[config.mk]
export PLATFORM = sky130hd
export DESIGN_NAME = clkout_stage
export DESIGN_NICKNAME = d
export VERILOG_FILES = /design/src/rtl/clkout_stage.sv
export SDC_FILE = /design/constraint.sdc
export NUM_CORES = 1
export LEC_CHECK = 0
export ABC_AREA = 1
export CAP_MARGIN = 10
export CORE_ASPECT_RATIO = 2
export CORE_MARGIN = 2
export CORE_UTILIZATION = 40
export DETAILED_ROUTE_END_ITERATION = 6
export GPL_TIMING_DRIVEN = 0
export PLACE_DENSITY = 0.79
export SYNTH_ARGS = -nofsm -noshare
export SYNTH_HDL_FRONTEND = slang
export SYNTH_SLANG_ARGS = --single-unit
export TNS_END_PERCENT = 1
[constraint.sdc]
create_clock -name clk -period 7.31 [get_ports clk]
set_input_delay 0.731 -clock clk [delete_from_list [all_inputs] [get_ports clk]]
set_output_delay 0.731 -clock clk [all_outputs]
set_load 0.03 [all_outputs]
[src/rtl/clkout_stage.sv]
module clkout_stage #(
  parameter int OUT_ID = 0,
  parameter int DIV_W  = 8,
  parameter int NCFG   = 3
) (
  input  logic                    clk,
  input  logic                    rst_n,
  input  logic [5:0]              src_tick,
  input  logic [1:0]              sel,
  input  logic                    keep_slow,
  input  logic [2*NCFG-1:0]       cfg_src,
  input  logic [DIV_W*NCFG-1:0]   cfg_div,
  input  logic [NCFG-1:0]         cfg_inv,
  input  logic [NCFG-1:0]         cfg_oe,
  input  logic [NCFG-1:0]         cfg_pdb,
  input  logic [2*NCFG-1:0]       cfg_slew,
  output logic                    clk_o,
  output logic                    drv_o,
  output logic [1:0]              slew_o
);
  localparam logic [2:0] NONE = 3'd7;
  localparam logic [2:0] SLOW = 3'd5;
  localparam logic [DIV_W-1:0] ONE = DIV_W'(1);

  function automatic logic [2:0] map_src(input logic [1:0] code);
    logic [2:0] r;
    r = NONE;
    case (OUT_ID)
      1:       case (code) 2'd1: r = 3'd5; 2'd2: r = 3'd1; 2'd3: r = 3'd3; default: r = NONE; endcase
      2:       case (code) 2'd1: r = 3'd2; 2'd2: r = 3'd4; 2'd3: r = 3'd5; default: r = NONE; endcase
      3:       case (code) 2'd1: r = 3'd2; 2'd2: r = 3'd0; 2'd3: r = 3'd1; default: r = NONE; endcase
      4:       case (code) 2'd1: r = 3'd0; 2'd2: r = 3'd2; 2'd3: r = 3'd4; default: r = NONE; endcase
      default: case (code) 2'd1: r = 3'd1; 2'd2: r = 3'd2; 2'd3: r = 3'd3; default: r = NONE; endcase
    endcase
    return r;
  endfunction

  logic             sleep;
  logic [1:0]       idx;
  logic [DIV_W-1:0] sel_div;
  logic [2:0]       nxt_psrc;
  logic [DIV_W-1:0] nxt_n;
  logic             nxt_inv, nxt_oe, nxt_pdb;

  assign sleep   = (sel == 2'b00);
  assign idx     = sleep ? 2'd0 : sel - 2'd1;
  assign sel_div = cfg_div[int'(idx)*DIV_W +: DIV_W];
  assign slew_o  = sleep ? 2'b00 : cfg_slew[int'(idx)*2 +: 2];

  always_comb begin
    if (sleep) begin
      nxt_psrc = (keep_slow && OUT_ID == 4) ? SLOW : NONE;
      nxt_n    = ONE;
      nxt_inv  = 1'b0;
      nxt_oe   = 1'b1;
      nxt_pdb  = keep_slow && OUT_ID == 4;
    end else begin
      nxt_psrc = map_src(cfg_src[int'(idx)*2 +: 2]);
      nxt_n    = (sel_div == '0) ? ONE : sel_div;
      nxt_inv  = cfg_inv[idx];
      nxt_oe   = cfg_oe[idx];
      nxt_pdb  = cfg_pdb[idx];
    end
  end

  logic [2:0]       act_psrc;
  logic [DIV_W-1:0] act_n;
  logic             act_inv, act_oe, act_pdb;
  logic [DIV_W-1:0] cnt;
  logic             q;

  logic             running, tick, term, load;
  logic [DIV_W-1:0] cnt_nx;
  logic [DIV_W:0]   hi_len;
  logic [7:0]       tick_pad;

  assign tick_pad = {2'b00, src_tick};
  assign running  = (act_psrc != NONE);
  assign tick     = running && tick_pad[act_psrc];
  assign term     = tick && (cnt >= act_n - ONE);
  assign load     = !running || term || sleep;
  assign cnt_nx   = term ? '0 : cnt + ONE;
  assign hi_len   = ({1'b0, act_n} + 1'b1) >> 1;

  always_ff @(posedge clk or negedge rst_n) begin
    if (!rst_n) begin
      act_psrc <= NONE;
      act_n    <= ONE;
      act_inv  <= 1'b0;
      act_oe   <= 1'b1;
      act_pdb  <= 1'b0;
    end else if (load) begin
      act_psrc <= nxt_psrc;
      act_n    <= nxt_n;
      act_inv  <= nxt_inv;
      act_oe   <= nxt_oe;
      act_pdb  <= nxt_pdb;
    end
  end

  always_ff @(posedge clk or negedge rst_n) begin
    if (!rst_n) begin
      cnt <= '0;
      q   <= 1'b0;
    end else if (!running) begin
      cnt <= '0;
      q   <= 1'b0;
    end else if (act_n == ONE) begin
      cnt <= '0;
      q   <= tick;
    end else if (tick) begin
      cnt <= cnt_nx;
      q   <= ({1'b0, cnt_nx} < hi_len);
    end
  end

  assign clk_o = act_pdb && act_oe && running && (q ^ act_inv);
  assign drv_o = !act_pdb || act_oe;
endmodule

==> flow_summary.json <==
{
  "routedWlPerCell_um": 12.0,
  "ys_seq_area_share_pct": 27.4,
  "clkLatencyLatePin_ns": 0.27,
  "synth_top_area_cell": "dfrtp_1",
  "setup_violations": 0,
  "worst_pin_slew_ns": 1.04,
  "rsz0062_at_grt": "false",
  "fin_crit_sh_pct": 49.2,
  "max_cap_viol_count": 0,
  "synth_seq_cells": 23,
  "dpl_worst_slack_ns": 3.68,
  "timing.final.crit_period_ns": 3.60,
  "r2r_slack_ns": 4.05,
  "ant_nets": 0,
  "port_buffers": 58,
  "setup.worst_path.end": "slew_o[0]",
  "p_leak_uw": 0.00139,
  "routed_via_density": 5.07,
  "crit_start": "sel[1]",
  "vias": 2181,
  "worstPathRequired_ns": 6.58,
  "synth.top_cell.area_share_pct": 21.2,
  "dieHeight_um": 107,
  "syn_inst": 310,
  "grt_first_pass_wirelength_mm": 8.86,
  "setup_ws_ns": 3.71,
  "cts_sinks": 23,
  "timing.rr.start": "act_n[0]",
  "finClkSkew_ns": 0.00724,
  "tns_ns": 0,
  "path_class": "in2out",
  "rr_endpoint": "q",
  "initial_utilization_pct": 41.3,
  "cts_tree": "done",
  "top_layer": "met4",
  "maxSlewViolCount": 0,
  "powerDensity_nw_per_um2": 308,
  "ys_warn_count": 0,
  "drive_above_1_share_pct": 6.18,
  "grt_max_degree": 24,
  "std_cell_rows": 37,
  "met3_length_um": 164,
  "grt_pass1_vias": 2153,
  "synth.avg_cell_area_um2": 6.85,
  "ctsResizeCount": 0,
  "ir_drop_uv": 180,
  "wl_met2_mm": 3.10,
  "drc_errors": 0,
  "clk_pin_slew_worst_paths_ns": 0.08,
  "drt_iter0_drc": 30,
  "die_area_um2": 5950,
  "crit_arrival_ns": 2.86,
  "r2r_cells": 22,
  "min-delay-start": "act_oe",
  "syn_to_final_growth_pct": 32.9,
  "cts-htree-levels": 1,
  "routedLengthMet1_mm": 1.72,
  "max_freq_mhz": 278,
  "cts_setup_buffers": 0,
  "die_w_um": 55.5,
  "gp_congestion": 0.856,
  "dp_hpwl_mm": 4.53,
  "final_util_pct": 54.9,
  "cts_buffers": 3,
  "grt.total_usage_pct": 18.5,
  "crit_fanout": 10,
  "core_area_um2": 5140,
  "synth_cell_types": 37,
  "first_pass_iters": 4,
  "syn-cell-area_um2": 2120,
  "io_pins": 60,
  "fin_nets": 448,
  "clock_path_buffers": 2,
  "layout_commonest_cell": "nand2_1",
  "antenna_found_initial": 0,
  "layout_common_cells": "nand2_1, clkdlybuf4s50_1, inv_1",
  "hold_viol": 0,
  "slew_headroom_pct": 30.7,
  "critPathLaunchType": "input port",
  "syn_nets": 385,
  "cts_hold_buf": 0,
  "grt-ovfl-total": 0,
  "wirelength_mm": 5.16,
  "diodes": 0,
  "critPathCaptureType": "output port",
  "clock-root-buffer": "clkbuf_8",
  "hp-class": "reg2reg",
  "ys_top_cells_by_area": "dfrtp_1, nand2_1, ha_1",
  "outcome": "finished, final reports clean"
}
per-layer routing:
layer	up-vias	GRT usage [%]
li1	1126	-
met1	980	16.4
met2	61	39.3
met3	14	1.09
met4	0	9.23
met5	-	0
per-stage QoR:
stage | instances | hold slack, ns | cell area [µm²] | power (µW)
final | 430 | 0.508 | 2820 | 869
after floorplan | 310 | 0.435 | 2120 | 633
after global routing | 430 | 0.536 | 2820 | 953
after global placement | 426 | 0.484 | 2780 | 772
after CTS | 430 | 0.507 | 2820 | 872
after detailed placement | 426 | 0.492 | 2780 | 791
cells in the mapped netlist:
master and number:
a2111oi_0 1, a211oi_1 1, a211oi_2 1, a21oi_1 7
a221oi_1 4, a22o_1 1, a31oi_1 2, a32o_1 1
a41oi_1 3, and3_1 2, buf_1 2, buf_6 2
clkbuf_1 5, dfrtp_1 18, dfstp_2 5, ha_1 19
inv_1 48, inv_2 3, nand2_1 80, nand2_2 2
nand2_4 2, nand3_1 18, nand4_1 2, nor2_1 29
nor2_4 1, nor3_1 9, nor3_2 2, o211ai_1 1
o21a_1 1, o21ai_0 7, o21ai_1 7, o22ai_1 5
o32ai_1 1, or2_0 2, or2_2 2, xnor2_1 2
xor2_1 12
worst min path at each step:
| stage | end | slack (ns) | cells past startpoint |
|---|---|---|---|
| floorplan | act_inv | 0.44 | 0 |
| global placement | q | 0.48 | 2 |
| detailed placement | q | 0.49 | 2 |
| CTS | act_oe | 0.51 | 2 |
| global route | act_oe | 0.54 | 2 |
| finish | act_oe | 0.51 | 2 |
logic make-up (layout without fill, tap and decap cells):
kind of cell	Yosys count	after routing	synth area share, %
AND/OR/NAND/NOR	151	151	31.1
buffers and inverters	60	122	11.3
AO/OA/AOI/OAI	43	43	13.3
flip-flops	23	23	27.4
adder cells (fa/ha/maj)	19	19	11.2
XOR/XNOR	14	14	5.77
where the power goes:
part,internal [µW],switching (µW),leakage [µW]
clock network,39.0,42.1,0.0000228
registers,183,35.4,0.000290
logic,224,345,0.00108
total,446,423,0.00139
flip-flops by register name, summed over array words and instances (netlist names):
signal and cells:
act_pdb 1, act_n 8, act_inv 1, act_oe 1
act_psrc 3, cnt 8, q 1
final cells by class:
type                       instances  area (µm²)
multi-input combinational        227        1300
clock buffer                       4        45.0
fill                             476        2320
inverter                          51         191
timing repair buffer              58         581
buffer                             9        48.8
sequential                        23         582
tap                               58        72.6
worst max-delay path, stage by stage:
cell,delay [ns]
clkdlybuf4s50_1,0.51
nand2_1,0.15
inv_1,0.14
clkbuf_1,0.37
nand2_1,0.09
nand3_1,0.09
nand2_1,0.05
inv_1,0.06
clkdlybuf4s50_1,0.66
(Power assumes the default switching activity.)
